[config.mk]
export PLATFORM = sky130hd
export DESIGN_NAME = spdif_line_tx
export DESIGN_NICKNAME = d
export VERILOG_FILES = /design/src/rtl/spdif_tx_pkg.sv /design/src/rtl/spdif_tx_timing.sv /design/src/rtl/spdif_tx_shadow.sv /design/src/rtl/spdif_tx_bmc.sv /design/src/rtl/spdif_line_tx.sv
export SDC_FILE = /design/constraint.sdc
export NUM_CORES = 1
export LEC_CHECK = 0
export BUFFER_PORTS_ARGS = -buffer_cell sky130_fd_sc_hd__buf_2
export CAP_MARGIN = 15
export CORE_MARGIN = 2
export CORE_UTILIZATION = 45
export CTS_CLUSTER_DIAMETER = 40
export DETAILED_ROUTE_END_ITERATION = 10
export PLACE_DENSITY = 0.76
export SLEW_MARGIN = 20
export SYNTH_ARGS = -nofsm -noshare
export SYNTH_HDL_FRONTEND = slang
export SYNTH_SLANG_ARGS = --single-unit
[constraint.sdc]
create_clock -name clk -period 6.28 [get_ports clk]
set_input_delay 0.628 -clock clk [delete_from_list [all_inputs] [get_ports clk]]
set_output_delay 0.628 -clock clk [all_outputs]
set_load 0.03 [all_outputs]
[src/rtl/spdif_tx_pkg.sv]
package spdif_tx_pkg;
  localparam int HC_PER_SF  = 64;
  localparam int POS_W      = 7;
  localparam int PRE_HC     = 8;
  localparam int SLOT_DATA0 = 4;

  typedef enum logic [1:0] {
    SYNC_BLOCK = 2'd0,
    SYNC_CH1   = 2'd1,
    SYNC_CH2   = 2'd2
  } sync_e;

  function automatic logic [7:0] sync_bits(sync_e s);
    case (s)
      SYNC_BLOCK: return 8'b1110_1000;
      SYNC_CH1:   return 8'b1110_0010;
      default:    return 8'b1110_0100;
    endcase
  endfunction
endpackage

[src/rtl/spdif_tx_timing.sv]
module spdif_tx_timing import spdif_tx_pkg::*; #(
  parameter int FRAMES = 192,
  localparam int FW = $clog2(FRAMES)
) (
  input  logic             clk,
  input  logic             rst_n,
  input  logic             tx_en,
  output logic             running,
  output logic [POS_W-1:0] pos,
  output logic [FW-1:0]    frame,
  output logic             sf_start,
  output logic             blk_start,
  output logic             blk_last
);
  localparam logic [POS_W-1:0] POS_LAST = '1;
  localparam logic [FW-1:0]    FRM_LAST = FW'(FRAMES - 1);

  logic frame_end;
  assign frame_end = running && (pos == POS_LAST);

  always_ff @(posedge clk or negedge rst_n) begin
    if (!rst_n) begin
      running <= 1'b0;
      pos     <= '0;
      frame   <= '0;
    end else if (!running) begin
      pos   <= '0;
      frame <= '0;
      if (tx_en) running <= 1'b1;
    end else begin
      pos <= pos + 1'b1;
      if (frame_end) begin
        if (!tx_en) begin
          running <= 1'b0;
          frame   <= '0;
        end else begin
          frame <= (frame == FRM_LAST) ? '0 : frame + 1'b1;
        end
      end
    end
  end

  assign sf_start  = running && (pos[5:0] == 6'd0);
  assign blk_start = running && (pos == '0) && (frame == '0);
  assign blk_last  = frame_end && (frame == FRM_LAST);

  p_stop_on_frame_edge_r5: assert property (@(posedge clk) disable iff (!rst_n)
    (running && (pos != POS_LAST)) |=> running);

  p_block_wraps_r9: assert property (@(posedge clk) disable iff (!rst_n)
    (blk_last && tx_en) |=> blk_start);
endmodule

[src/rtl/spdif_tx_shadow.sv]
module spdif_tx_shadow #(
  parameter int FRAMES = 192,
  localparam int FW = $clog2(FRAMES)
) (
  input  logic              clk,
  input  logic              rst_n,
  input  logic              load,
  input  logic [FW-1:0]     frame_idx,
  input  logic [FRAMES-1:0] bank,
  output logic              bit_out,
  output logic              loaded_evt
);
  logic [FRAMES-1:0] shadow_q;

  always_ff @(posedge clk or negedge rst_n) begin
    if (!rst_n) begin
      shadow_q   <= '0;
      loaded_evt <= 1'b0;
    end else begin
      loaded_evt <= load;
      if (load) shadow_q <= bank;
    end
  end

  assign bit_out = shadow_q[frame_idx];

  p_copy_evt_pulse_r8: assert property (@(posedge clk) disable iff (!rst_n)
    loaded_evt |=> !loaded_evt);
endmodule

[src/rtl/spdif_tx_bmc.sv]
module spdif_tx_bmc import spdif_tx_pkg::*; #(
  parameter int DW = 24
) (
  input  logic             clk,
  input  logic             rst_n,
  input  logic             running,
  input  logic [POS_W-1:0] pos,
  input  sync_e            sync_sel,
  input  logic             load_word,
  input  logic [DW-1:0]    word_in,
  input  logic             v_in,
  input  logic             u_bit,
  input  logic             c_bit,
  output logic             line
);
  localparam int SLOT_V = SLOT_DATA0 + DW;
  localparam int SLOT_U = SLOT_V + 1;
  localparam int SLOT_C = SLOT_V + 2;
  localparam int SLOT_P = SLOT_V + 3;

  logic [DW-1:0] word_q;
  logic          v_q, inv_q, line_q;
  logic [5:0]    hh;
  logic [4:0]    slot, didx;
  logic          half, cell_bit, parity, lvl;
  logic [7:0]    pat;

  assign hh   = pos[5:0];
  assign slot = hh[5:1];
  assign half = hh[0];
  assign didx = slot - 5'(SLOT_DATA0);
  assign parity = ^{word_q, v_q, u_bit, c_bit};

  always_comb begin
    if (slot == 5'(SLOT_V))      cell_bit = v_q;
    else if (slot == 5'(SLOT_U)) cell_bit = u_bit;
    else if (slot == 5'(SLOT_C)) cell_bit = c_bit;
    else if (slot == 5'(SLOT_P)) cell_bit = parity;
    else                         cell_bit = word_q[didx];
  end

  always_comb begin
    pat = sync_bits(sync_sel);
    if (hh < 6'(PRE_HC))
      lvl = pat[3'd7 - hh[2:0]] ^ ((hh == 6'd0) ? line_q : inv_q);
    else if (!half)
      lvl = ~line_q;
    else
      lvl = line_q ^ cell_bit;
  end

  always_ff @(posedge clk or negedge rst_n) begin
    if (!rst_n) begin
      word_q <= '0;
      v_q    <= 1'b0;
      inv_q  <= 1'b0;
      line_q <= 1'b0;
    end else begin
      if (load_word) begin
        word_q <= word_in;
        v_q    <= v_in;
      end
      if (running && hh == 6'd0) inv_q <= line_q;
      line_q <= running ? lvl : 1'b0;
    end
  end

  assign line = line_q;

  p_slot_edge_toggle_r3: assert property (@(posedge clk) disable iff (!rst_n)
    (running && (hh >= 6'(PRE_HC)) && !half) |=> (line_q != $past(line_q)));

  p_sync_returns_level_r4: assert property (@(posedge clk) disable iff (!rst_n)
    (running && hh == 6'd7) |=> (line_q == $past(inv_q)));
endmodule

[src/rtl/spdif_line_tx.sv]
module spdif_line_tx import spdif_tx_pkg::*; #(
  parameter int FRAMES = 192,
  parameter int DW     = 24,
  localparam int FW    = $clog2(FRAMES)
) (
  input  logic              clk,
  input  logic              rst_n,
  input  logic              tx_en,
  input  logic              null_valid,
  input  logic              valid_ch1,
  input  logic              valid_ch2,
  input  logic              underrun_clr,
  input  logic [FRAMES-1:0] cs_bank,
  input  logic [FRAMES-1:0] ud_bank,
  input  logic              smp_valid,
  output logic              smp_ready,
  input  logic [DW-1:0]     smp_data,
  output logic              line_out,
  output logic              evt_block_end,
  output logic              evt_cs_ready,
  output logic              evt_ud_ready,
  output logic              underrun_flag
);
  logic             running, sf_start, blk_start, blk_last, ch_sel;
  logic [POS_W-1:0] pos;
  logic [FW-1:0]    frame;
  logic             underrun_q, blk_end_q, v_next;
  sync_e            sync_sel;
  logic [DW-1:0]    word_next;

  logic [1:0][FRAMES-1:0] bank_arr;
  logic [1:0]             meta_bit, meta_evt;

  spdif_tx_timing #(.FRAMES(FRAMES)) u_timing (
    .clk(clk), .rst_n(rst_n), .tx_en(tx_en), .running(running), .pos(pos),
    .frame(frame), .sf_start(sf_start), .blk_start(blk_start), .blk_last(blk_last)
  );

  assign bank_arr[0] = cs_bank;
  assign bank_arr[1] = ud_bank;

  for (genvar g = 0; g < 2; g++) begin : g_meta
    spdif_tx_shadow #(.FRAMES(FRAMES)) u_shadow (
      .clk(clk), .rst_n(rst_n), .load(blk_start), .frame_idx(frame),
      .bank(bank_arr[g]), .bit_out(meta_bit[g]), .loaded_evt(meta_evt[g])
    );
  end

  assign ch_sel    = pos[POS_W-1];
  assign sync_sel  = ch_sel ? SYNC_CH2 : ((frame == '0) ? SYNC_BLOCK : SYNC_CH1);
  assign word_next = smp_valid ? smp_data : '0;
  assign v_next    = smp_valid ? (ch_sel ? valid_ch2 : valid_ch1) : ~null_valid;

  spdif_tx_bmc #(.DW(DW)) u_bmc (
    .clk(clk), .rst_n(rst_n), .running(running), .pos(pos), .sync_sel(sync_sel),
    .load_word(sf_start), .word_in(word_next), .v_in(v_next),
    .u_bit(meta_bit[1]), .c_bit(meta_bit[0]), .line(line_out)
  );

  always_ff @(posedge clk or negedge rst_n) begin
    if (!rst_n) begin
      underrun_q <= 1'b0;
      blk_end_q  <= 1'b0;
    end else begin
      blk_end_q <= blk_last;
      if (sf_start && !smp_valid) underrun_q <= 1'b1;
      else if (underrun_clr)      underrun_q <= 1'b0;
    end
  end

  assign smp_ready     = sf_start;
  assign evt_block_end = blk_end_q;
  assign evt_cs_ready  = meta_evt[0];
  assign evt_ud_ready  = meta_evt[1];
  assign underrun_flag = underrun_q;

  p_pull_single_cycle_r2: assert property (@(posedge clk) disable iff (!rst_n)
    smp_ready |=> !smp_ready);

  p_underrun_sticky_r10: assert property (@(posedge clk) disable iff (!rst_n)
    (underrun_flag && !underrun_clr) |=> underrun_flag);

  p_idle_line_low_r5: assert property (@(posedge clk) disable iff (!rst_n)
    !running |=> !line_out);

  p_block_end_pulse_r9: assert property (@(posedge clk) disable iff (!rst_n)
    evt_block_end |=> !evt_block_end);
endmodule

==> impl_metrics.env, run 1 <==
export IMPL_status="finished clean"
export IMPL_filler_cell_count=3523
export IMPL_yosys_area_share_adder=0.004312
export IMPL_detailedRoute_firstIterationViolations=964
export IMPL_grt_first_pass_wirelength_microns=84010
export IMPL_synthArstFlopShare=1.000
export IMPL_ctsLongestPathBuffers=3
export IMPL_finalSetupViolCount=0
export IMPL_postLayoutSetupSlackWorst_ns=2.073
export IMPL_final_antenna_net_count=0
export IMPL_utilization=0.5694
export IMPL_initial_core_util=0.4573
export IMPL_cell_area_synth_sq_mm=0.02031
export IMPL_detailroute_via_count=13414
export IMPL_grt_start_max_net_pins=200
export IMPL_portion_of_netlist_area_occupied_by_mux_cells=0.3459
export IMPL_simple_gate_fraction_of_synth_area=0.04367
export IMPL_timing_final_crit_period_ns=4.207
export IMPL_clock_tree_htree_level_count=3
export IMPL_drc_errors=0
export IMPL_rows=77
export IMPL_drt_pre_antenna_iters=5
export IMPL_number_of_flops_mapped_to_enable_cells_by_yosys=0
export IMPL_yosysMostFrequentCell="sky130_fd_sc_hd__dfrtp_1"
export IMPL_core_region_area_sq_mm=0.04441
export IMPL_tightestPinTransition_ns=1.128
export IMPL_finish_net_count=2193
export IMPL_dieWidth_microns=216.5
export IMPL_clock_tree_from_tritoncts="yes"
export IMPL_grt_pass1_vias=14678
export IMPL_worst_skew_pair_latency_ns=0.59
export IMPL_fmax_mhz=237.7
export IMPL_synth_compound_gate_area_share=0.02673
export IMPL_global_route_usage_total=0.2354
export IMPL_boundaryPins=422
export IMPL_postSynthCellCount=1352
export IMPL_avgViaCountPerCell=5.484
export IMPL_cts_hold_fix_buffers=0
export IMPL_setup_tns_ns=0
export IMPL_arrival_ns=4.72
export IMPL_port_buffers=421
export IMPL_max_slew_margin=0.2481
export IMPL_post_dp_hpwl_microns=37090
export IMPL_leakagePower_nw=11.52
export IMPL_combinational_family_with_the_most_area_after_synthesis="multiplexers"
export IMPL_critPathMostFrequentCell="sky130_fd_sc_hd__xnor2_1"
export IMPL_final_period_utilization=0.6700
export IMPL_worst_clock_skew_ns=0.01747
export IMPL_path_cells="buf_4 -> mux4_1 -> mux4_2 -> o22ai_2 -> nor4_1 -> a2111oi_4 -> xnor2_1 -> xnor2_1 -> or3_2 -> o211ai_2"
export IMPL_floorplan_die_area_sq_mm=0.04685
export IMPL_syn2layout_area_growth_pct=24.50
export IMPL_count_of_state_elements_after_synthesis=430
export IMPL_synth_seq_area_share=0.5298
export IMPL_peakVddDrop_uv=342.1
export IMPL_power_mw=12.35
export IMPL_die_h_microns=216.5
export IMPL_final_hold_viol_count=0
export IMPL_wl_microns=54530
export IMPL_final_cell_count_no_fill=2446
export IMPL_ys_warnings_count=0
export IMPL_finalWeightedCongestion=0.8424
export IMPL_critical_path_max_fanout=44
export IMPL_crit_path_top_delay_cell="sky130_fd_sc_hd__dfrtp_4"
export IMPL_grt_antenna_before_repair=31
export IMPL_grt_overflow=0
export IMPL_mappedNetlistNets=1775
export IMPL_synth_commonest_cells="sky130_fd_sc_hd__dfrtp_1 (430), sky130_fd_sc_hd__mux2_2 (387), sky130_fd_sc_hd__nand2_1 (80)"
export IMPL_synth_cell_types=62
export IMPL_grt_setup_unrepaired="false"
export IMPL_path_clk_slew_ns=0.05
export IMPL_critPathRequiredTime_ns=6.79
export IMPL_wl_per_cell_microns=22.29
export IMPL_yosysTopAreaCell="sky130_fd_sc_hd__dfrtp_1"
export IMPL_synthXorXnorAreaFrac=0.01509
export IMPL_drive_above_1_share=0.5656
export IMPL_critPathKind="reg -> reg"
export IMPL_final_max_slew_violation_count=0
export IMPL_cts_root_buffer_cell="sky130_fd_sc_hd__clkbuf_16"
export IMPL_critical_path_end_type="flop"
export IMPL_critical_path_max_stage_delay_ns=1.05
export IMPL_powerDensity_mw_per_mm2=488.2
export IMPL_synth_top_cell_area_share=0.5298
export IMPL_place_inst=2290
export IMPL_preCtsSetupSlack_ns=2.030
export IMPL_cts_resized=0
export IMPL_synthFlopType="sky130_fd_sc_hd__dfrtp_1"
export IMPL_clkSinkCount=430
export IMPL_synth_avg_cell_area_sq_um=15.02
export IMPL_critical_path_startpoint_category="flop"
export IMPL_post_synth_main_area_contributors="sky130_fd_sc_hd__dfrtp_1 (53%), sky130_fd_sc_hd__mux2_2 (21%), sky130_fd_sc_hd__mux4_2 (6.9%), sky130_fd_sc_hd__mux4_1 (5.2%), sky130_fd_sc_hd__nand2_1 (1.5%)"
export IMPL_postCtsSetupRepairBufs=0
export IMPL_cts_inserted_buffers=70
export IMPL_max_cap_viol_count=0
export IMPL_worstHoldPathType="in -> async"
==> report_power, final <==
group	internal (mW)	switching (mW)
registers	4.06	0.804
logic	2.13	1.29
clock network	2.62	1.45
total	8.80	3.54
==> through the flow <==
step | instance area [sq um] | hold WS [ns]
2_1_floorplan | 20310 | 0.3324
6_report | 25290 | 0.1412
5_1_grt | 25280 | 0.2231
3_5_place_dp | 22710 | 0.4880
4_1_cts | 25220 | 0.1631
3_3_place_gp | 22710 | 0.4808
==> worst paths after layout <==
path | to | cells past startpoint | slack (ns) | start
hold reg to reg | g_meta[0].u_shadow.shadow_q[129] | 1 | 0.49 | g_meta[0].u_shadow.shadow_q[129]
setup / recovery | u_bmc.line | 10 | 2.07 | u_timing.frame[0]
hold / removal | g_meta[0].u_shadow.shadow_q[24] | 1 | 0.14 | rst_n
max in group asynchronous | g_meta[1].u_shadow.shadow_q[172] | 2 | 4.65 | rst_n
setup reg to reg | u_bmc.line | 10 | 2.07 | u_timing.frame[0]
min in group clk | underrun_flag | 2 | 0.25 | underrun_clr
==> area by class of cell <==
class / count / area (sq um) / area share
Sequential cell: 430 / 10770 / 0.4259
Multi-Input combinational cell: 817 / 8856 / 0.3502
Timing Repair Buffer: 436 / 2292 / 0.09064
Clock buffer: 84 / 1939 / 0.07669
Tap cell: 592 / 740.7 / 0.02929
Clock inverter: 46 / 569.3 / 0.02251
Antenna cell: 26 / 65.06 / 0.002573
Inverter: 15 / 56.30 / 0.002227
==> routing by layer <==
metal | track usage | routed length, microns
met1 | 0.2943 | 22070
met3 | 0.06681 | 3710
met2 | 0.3859 | 26770
met5 | 0 | 97
met4 | 0.09772 | 1878
==> critical path, delay by kind of cell (launching register included) <==
kind,cells,cell delay [ns]
mux,2,1.09
xor+xnor,2,0.29
simple gates,2,0.57
buf+inv,1,0.49
compound gates,3,0.62
flops,1,1.05
==> registers in the layout (all words and copies together) (netlist names) <==
name                        cells
g_meta.u_shadow.loaded_evt      1
u_timing.pos                    7
u_bmc.v_q                       1
evt_block_end                   1
u_timing.running                1
g_meta.u_shadow.shadow_q      384
underrun_flag                   1
u_timing.frame                  8
u_bmc.inv_q                     1
u_bmc.line                      1
u_bmc.word_q                   24
==> logic make-up (layout without fill, tap and decap cells) <==
| family | after synthesis | in the layout |
|---|---|---|
| muxes | 508 | 508 |
| buffers and inverters | 105 | 581 |
| adders and majority gates | 7 | 7 |
| DFF | 430 | 430 |
| and+or+nand+nor | 189 | 189 |
| xor gates and xnor gates | 35 | 35 |
| AOI/OAI and AO/OA | 78 | 78 |
| other | 0 | 26 |
==> cell usage in the layout (no fill, tap or decap), types with 9 or more instances in the layout <==
master | netlist | final
sky130_fd_sc_hd__clkbuf_16 | 0 | 74
sky130_fd_sc_hd__nand2_1 | 80 | 80
sky130_fd_sc_hd__o21ai_0 | 18 | 18
sky130_fd_sc_hd__clkinv_2 | 0 | 9
sky130_fd_sc_hd__nor2_1 | 33 | 33
sky130_fd_sc_hd__mux4_1 | 40 | 40
sky130_fd_sc_hd__xnor2_1 | 28 | 28
sky130_fd_sc_hd__diode_2 | 0 | 26
sky130_fd_sc_hd__bufinv_16 | 0 | 9
sky130_fd_sc_hd__a22oi_1 | 11 | 11
sky130_fd_sc_hd__inv_6 | 0 | 13
sky130_fd_sc_hd__inv_1 | 10 | 10
sky130_fd_sc_hd__o22ai_1 | 10 | 10
sky130_fd_sc_hd__mux2_2 | 387 | 387
sky130_fd_sc_hd__mux4_2 | 62 | 62
sky130_fd_sc_hd__dfrtp_1 | 430 | 427
sky130_fd_sc_hd__nand3_1 | 32 | 32
sky130_fd_sc_hd__mux2i_1 | 17 | 17
sky130_fd_sc_hd__buf_2 | 42 | 420
sky130_fd_sc_hd__buf_4 | 3 | 10
sky130_fd_sc_hd__a21oi_1 | 12 | 12
Power figures use the tool's default switching activity.
==> inputs of run 2 (changes only) <==
--- a/config.mk
+++ b/config.mk
@@ -11,7 +11,7 @@
 export CORE_UTILIZATION = 45
 export CTS_CLUSTER_DIAMETER = 40
 export DETAILED_ROUTE_END_ITERATION = 10
-export PLACE_DENSITY = 0.76
+export PLACE_DENSITY = 0.78
 export SLEW_MARGIN = 20
 export SYNTH_ARGS = -nofsm -noshare
 export SYNTH_HDL_FRONTEND = slang
==> constraint.sdc (replaced) <==
create_clock -name clk -period 3.8 [get_ports clk]
set_input_delay 0.38 -clock clk [delete_from_list [all_inputs] [get_ports clk]]
set_output_delay 0.38 -clock clk [all_outputs]
set_load 0.03 [all_outputs]
==> run 2 against run 1 <==
Effect of this change:
- setup slack lost 1.8 ns
- register-to-register slack lost 1.8 ns
- cell count grew 5.9%
- critical path depth unchanged
- die area is the same
- routed wire length up 8.0%
- flip-flop and latch count is the same
- clock power is 57% higher
- global-route usage up 1.9 points
- utilization is 3.2 points higher
- critical endpoint unchanged
==> impl_metrics.env, run 2 (synthesis gave the netlist of run 1 again) <==
export IMPL_status="finished clean"
export IMPL_grt_setup_unrepaired="false"
export IMPL_avgViaCountPerCell=5.489
export IMPL_cts_hold_fix_buffers=114
export IMPL_floorplan_die_area_sq_mm=0.04685
export IMPL_boundaryPins=422
export IMPL_core_region_area_sq_mm=0.04441
export IMPL_leakagePower_nw=12.16
export IMPL_final_period_utilization=0.9301
export IMPL_critical_path_max_fanout=19
export IMPL_drt_pre_antenna_iters=7
export IMPL_final_antenna_net_count=0
export IMPL_post_dp_hpwl_microns=40680
export IMPL_ctsLongestPathBuffers=3
export IMPL_clkSinkCount=430
export IMPL_finalWeightedCongestion=0.8297
export IMPL_cts_root_buffer_cell="sky130_fd_sc_hd__clkbuf_16"
export IMPL_filler_cell_count=3264
export IMPL_cts_resized=0
export IMPL_utilization=0.6018
export IMPL_worst_clock_skew_ns=0.02991
export IMPL_max_slew_margin=0.4387
export IMPL_detailroute_via_count=14223
export IMPL_final_cell_mix="sky130_fd_sc_hd__dfrtp_1 (427), sky130_fd_sc_hd__buf_2 (420), sky130_fd_sc_hd__mux2_2 (387)"
export IMPL_worst_r2r_endpoint="u_bmc.line"
export IMPL_finish_net_count=2340
export IMPL_largest_reg_flops=384
export IMPL_critical_path_startpoint_category="flop"
export IMPL_fmax_mhz=282.9
export IMPL_syn2layout_area_growth_pct=31.58
export IMPL_wl_microns=58880
export IMPL_grt_pass1_vias=15607
export IMPL_drive_above_1_share=0.5403
export IMPL_worstHoldPathCells=2
export IMPL_worst_r2r_cell_count=10
export IMPL_critical_path_end_type="flop"
export IMPL_final_hold_viol_count=0
export IMPL_biggestRegsByFlops="g_meta.u_shadow.shadow_q (384), u_bmc.word_q (24), u_timing.frame (8)"
export IMPL_arrival_ns=4.04
export IMPL_peakVddDrop_uv=542.9
export IMPL_clock_tree_htree_level_count=3
export IMPL_grt_antenna_before_repair=27
export IMPL_timing_final_crit_period_ns=3.535
export IMPL_worst_skew_pair_latency_ns=0.59
export IMPL_postCtsSetupRepairBufs=0
export IMPL_dieWidth_microns=216.5
export IMPL_wl_per_cell_microns=22.72
export IMPL_critPathKind="reg -> reg"
export IMPL_cts_inserted_buffers=69
export IMPL_critPathRequiredTime_ns=4.30
export IMPL_clock_tree_from_tritoncts="yes"
export IMPL_path_clk_slew_ns=0.06
export IMPL_hold_path_startpoint="ud_bank[170]"
export IMPL_final_max_slew_violation_count=0
export IMPL_setup_tns_ns=0
export IMPL_timing_rr_start="u_timing.frame[0]"
export IMPL_die_h_microns=216.5
export IMPL_powerDensity_mw_per_mm2=766.9
export IMPL_detailedRoute_firstIterationViolations=1013
export IMPL_max_cap_viol_count=0
export IMPL_port_buffers=421
export IMPL_grt_start_max_net_pins=123
export IMPL_grt_overflow=0
export IMPL_global_route_usage_total=0.2541
export IMPL_tightestPinTransition_ns=0.8402
export IMPL_worstHoldEndpoint="g_meta[1].u_shadow.shadow_q[170]"
export IMPL_largest_register="g_meta.u_shadow.shadow_q"
export IMPL_final_common_cell="sky130_fd_sc_hd__dfrtp_1"
export IMPL_grt_first_pass_wirelength_microns=90400
export IMPL_worst_r2r_setup_slack_ns=0.27
export IMPL_rows=77
export IMPL_finalSetupViolCount=0
export IMPL_worstHoldPathType="in -> reg"
export IMPL_drc_errors=0
export IMPL_initial_core_util=0.4573
==> run 2: changes by cell type in the layout (fill, tap and decap cells not counted), moves of 2 or more <==
cell | previous run | this run
sky130_fd_sc_hd__dlygate4sd3_1 | 0 | 114
sky130_fd_sc_hd__buf_4 | 10 | 30
sky130_fd_sc_hd__buf_12 | 5 | 18
sky130_fd_sc_hd__inv_6 | 13 | 17
sky130_fd_sc_hd__bufinv_16 | 9 | 6
sky130_fd_sc_hd__clkbuf_16 | 74 | 71
sky130_fd_sc_hd__clkbuf_8 | 5 | 3
sky130_fd_sc_hd__clkinv_4 | 6 | 8
==> run 2: cell type report <==
cell class	count	area, sq um	area share
Clock buffer	78	1833	0.06858
Antenna cell	26	65.06	0.002434
Tap cell	592	740.7	0.02771
Inverter	15	56.30	0.002107
Clock inverter	49	535.5	0.02004
Timing Repair Buffer	584	3871	0.1448
Sequential cell	430	10770	0.4029
Multi-Input combinational cell	817	8856	0.3314
==> run 2: how the worst max path moves through the flow <==
stage                                  from  slack (ns)                                to  cells after the start
after floorplan           u_timing.frame[0]        0.50  g_meta[0].u_shadow.shadow_q[100]                     12
after global placement    u_timing.frame[0]        0.26                        u_bmc.line                     11
after detailed placement  u_timing.frame[0]        0.26                        u_bmc.line                     10
after CTS                 u_timing.frame[0]        0.25                        u_bmc.line                     10
after global routing      u_timing.frame[1]        0.04                        u_bmc.line                     13
final                     u_timing.frame[0]        0.27                        u_bmc.line                     10
==> run 2: through the flow <==
| step | hold slack, ns | instances | power (mW) | setup WS [ns] | instance area [sq um] |
|---|---|---|---|---|---|
| finish | 0.03230 | 2591 | 20.50 | 0.2655 | 26730 |
| global route | 0.003978 | 2589 | 21.54 | 0.04001 | 26720 |
| CTS | 0.00004918 | 2564 | 20.56 | 0.2508 | 26630 |
| detailed placement | 0.4875 | 2323 | 13.93 | 0.2568 | 23120 |
| global placement | 0.4808 | 2323 | 13.57 | 0.2628 | 23120 |
| floorplan | 0.08441 | 1352 | 12.13 | 0.4975 | 20310 |
==> run 2: where the power goes <==
group          switching, mW  internal, mW
combinational           2.40          3.65
clock                   2.42          3.97
sequential              1.34          6.71
==> run 2: metal layers <==
metal / vias to the layer above / routed length (microns) / GRT usage
met5: - / 21 / 0
met4: 4 / 2490 / 0.1272
met3: 155 / 3981 / 0.06063
met2: 594 / 28910 / 0.4135
met1: 7252 / 23470 / 0.3190
li1: 6218 / - / -
==> run 2: worst max-delay path, stage by stage, from the launching register on <==
cell and delay (ns):
sky130_fd_sc_hd__dfrtp_4 0.45, sky130_fd_sc_hd__buf_4 0.35, sky130_fd_sc_hd__mux4_1 0.62, sky130_fd_sc_hd__mux4_2 0.51, sky130_fd_sc_hd__a21oi_1 0.18, sky130_fd_sc_hd__nor3_1 0.09, sky130_fd_sc_hd__a2111oi_4 0.39, sky130_fd_sc_hd__xnor2_1 0.14
sky130_fd_sc_hd__xnor2_1 0.17, sky130_fd_sc_hd__or3_2 0.48, sky130_fd_sc_hd__o211ai_2 0.07
==> inputs of run 3 (changes only) <==
--- a/config.mk
+++ b/config.mk
@@ -5,13 +5,14 @@
 export SDC_FILE = /design/constraint.sdc
 export NUM_CORES = 1
 export LEC_CHECK = 0
-export BUFFER_PORTS_ARGS = -buffer_cell sky130_fd_sc_hd__buf_2
+export BUFFER_PORTS_ARGS = -buffer_cell sky130_fd_sc_hd__buf_4
 export CAP_MARGIN = 15
 export CORE_MARGIN = 2
 export CORE_UTILIZATION = 45
 export CTS_CLUSTER_DIAMETER = 40
 export DETAILED_ROUTE_END_ITERATION = 10
 export PLACE_DENSITY = 0.78
+export SETUP_SLACK_MARGIN = 0.5
 export SLEW_MARGIN = 20
 export SYNTH_ARGS = -nofsm -noshare
 export SYNTH_HDL_FRONTEND = slang
==> run 3 against run 2 <==
Effect of this change:
- power stayed put
- clock skew shrank 0.014 ns
- clock power shrank 1%
- routed wire length shrank 4.9%
- combinational power rose by 2%
- worst hold slack better by 0.0028 ns
- non-clock buffer count is 106 lower
- largest power group unchanged
- final area up 0.65%
==> impl_metrics.env, run 3 (synthesis gave the netlist of run 1 again) <==
export IMPL_worstHoldPathCells=2
export IMPL_filler_cell_count=3341
export IMPL_grt_antenna_before_repair=3
export IMPL_largest_register="g_meta.u_shadow.shadow_q"
export IMPL_leakagePower_nw=12.09
export IMPL_finish_net_count=2233
export IMPL_max_slew_margin=0.4020
export IMPL_grt_overflow=0
export IMPL_initial_core_util=0.4573
export IMPL_detailedRoute_firstIterationViolations=834
export IMPL_ctsLongestPathBuffers=3
export IMPL_final_hold_viol_count=0
export IMPL_finalWeightedCongestion=0.8493
export IMPL_status="finished clean"
export IMPL_final_common_cell="sky130_fd_sc_hd__buf_4"
export IMPL_critical_path_max_stage_delay_ns=0.60
export IMPL_fin_hold_ws_ns=0.03507
export IMPL_peakVddDrop_uv=557.4
export IMPL_finalSetupViolCount=0
export IMPL_post_dp_hpwl_microns=39110
export IMPL_critical_path_depth=11
export IMPL_timing_final_crit_period_ns=3.335
export IMPL_fmax_mhz=299.9
export IMPL_critPathKind="reg -> reg"
export IMPL_cts_inserted_buffers=68
export IMPL_grt_setup_unrepaired="true"
export IMPL_wl_per_cell_microns=22.79
export IMPL_grt_start_max_net_pins=105
export IMPL_grt_first_pass_wirelength_microns=84120
export IMPL_clock_tree_from_tritoncts="yes"
export IMPL_path_clk_slew_ns=0.06
export IMPL_critical_path_max_fanout=8
export IMPL_worst_clock_skew_ns=0.01584
export IMPL_final_max_slew_violation_count=0
export IMPL_clock_tree_htree_level_count=3
export IMPL_final_antenna_net_count=0
export IMPL_max_cap_viol_count=0
export IMPL_critical_path_end_type="flop"
export IMPL_setup_tns_ns=0
export IMPL_clkSinkCount=430
export IMPL_final_cell_mix="sky130_fd_sc_hd__buf_4 (445), sky130_fd_sc_hd__dfrtp_1 (426), sky130_fd_sc_hd__mux2_2 (387)"
export IMPL_grt_pass1_vias=14605
export IMPL_floorplan_die_area_sq_mm=0.04685
export IMPL_drt_pre_antenna_iters=5
export IMPL_cp_delay_by_family_top="simple AND/OR/NAND/NOR gates"
export IMPL_avgViaCountPerCell=5.478
export IMPL_largest_reg_flops=384
export IMPL_core_region_area_sq_mm=0.04441
export IMPL_wl_microns=55980
export IMPL_critPathRequiredTime_ns=4.29
export IMPL_rows=77
export IMPL_boundaryPins=422
export IMPL_port_buffers=421
export IMPL_critical_path_startpoint_category="flop"
export IMPL_detailroute_via_count=13453
export IMPL_crit_path_top_delay_cell="sky130_fd_sc_hd__dfrtp_4"
export IMPL_die_h_microns=216.5
export IMPL_tightestPinTransition_ns=0.8970
export IMPL_biggestRegsByFlops="g_meta.u_shadow.shadow_q (384), u_bmc.word_q (24), u_timing.frame (8)"
export IMPL_worst_r2r_cell_count=11
export IMPL_drive_above_1_share=0.5852
export IMPL_worstHoldPathType="in -> reg"
export IMPL_syn2layout_area_growth_pct=32.43
export IMPL_arrival_ns=3.83
export IMPL_path_cells="buf_16 -> buf_4 -> mux4_1 -> mux2i_1 -> o211ai_1 -> and4_2 -> nor3_2 -> o41ai_2 -> xnor2_1 -> or3_4 -> o211ai_2"
export IMPL_worst_skew_pair_latency_ns=0.58
export IMPL_drc_errors=0
export IMPL_cts_root_buffer_cell="sky130_fd_sc_hd__clkbuf_16"
export IMPL_global_route_usage_total=0.2363
export IMPL_final_period_utilization=0.8776
export IMPL_dieWidth_microns=216.5
export IMPL_powerDensity_mw_per_mm2=762.0
export IMPL_worst_path_buf_inv=2
==> run 3: cell type report <==
| type | count | area (sq um) | share of cell area |
|---|---|---|---|
| well taps | 592 | 740.7 | 0.02754 |
| diodes | 3 | 7.507 | 0.0002791 |
| multi-input cells | 817 | 8945 | 0.3325 |
| clock inverters | 36 | 430.4 | 0.01600 |
| clock buffers | 85 | 1922 | 0.07145 |
| flip-flops and latches | 430 | 10780 | 0.4006 |
| inverters | 15 | 57.56 | 0.002140 |
| repair buffers | 478 | 4021 | 0.1495 |
==> run 3: final timing paths <==
path                                                  start  slack (ns)                                to
min in group asynchronous                             rst_n        0.44   g_meta[0].u_shadow.shadow_q[31]
setup reg to reg                          u_timing.frame[0]        0.47                        u_bmc.line
hold reg to reg            g_meta[1].u_shadow.shadow_q[179]        0.50  g_meta[1].u_shadow.shadow_q[179]
hold / removal                                 cs_bank[185]        0.04  g_meta[0].u_shadow.shadow_q[185]
max in group asynchronous                             rst_n        2.37   g_meta[1].u_shadow.shadow_q[17]
setup / recovery                          u_timing.frame[0]        0.47                        u_bmc.line
==> run 3: what timing repair did <==
action                     in CTS  in global routing
pin swaps                       1                  7
buffers inserted                1                  8
hold endpoints to repair       99                  0
gates resized for setup         6                 43
cloned                          1                  6
setup endpoints to repair     192                384
hold buffers                    3                  0
==> run 3: where the power goes <==
part / leakage, nW / switching, mW / total, mW / internal, mW
combinational: 5.64 / 2.36 / 6.17 / 3.81
clock: 1.13 / 2.27 / 6.31 / 4.04
sequential: 5.32 / 1.30 / 8.02 / 6.72
==> run 3: routing by layer <==
layer  routed length [microns]  global-route usage
met1                     23520              0.3063
met2                     27180              0.3829
met3                      3204             0.05768
met4                      2074             0.09612
met5                         0                   0
==> run 3: through the flow <==
step	instances	setup WS (ns)	util	cell area, sq um	power, mW
floorplan	1352	0.5356	-	20310	12.13
global placement	2313	0.3702	0.5421	24080	13.66
detailed placement	2313	0.3796	0.5421	24080	13.94
CTS	2439	0.3871	0.5971	26520	20.41
global route	2456	0.3732	0.6057	26900	21.57
finish	2456	0.4651	0.6057	26900	20.50
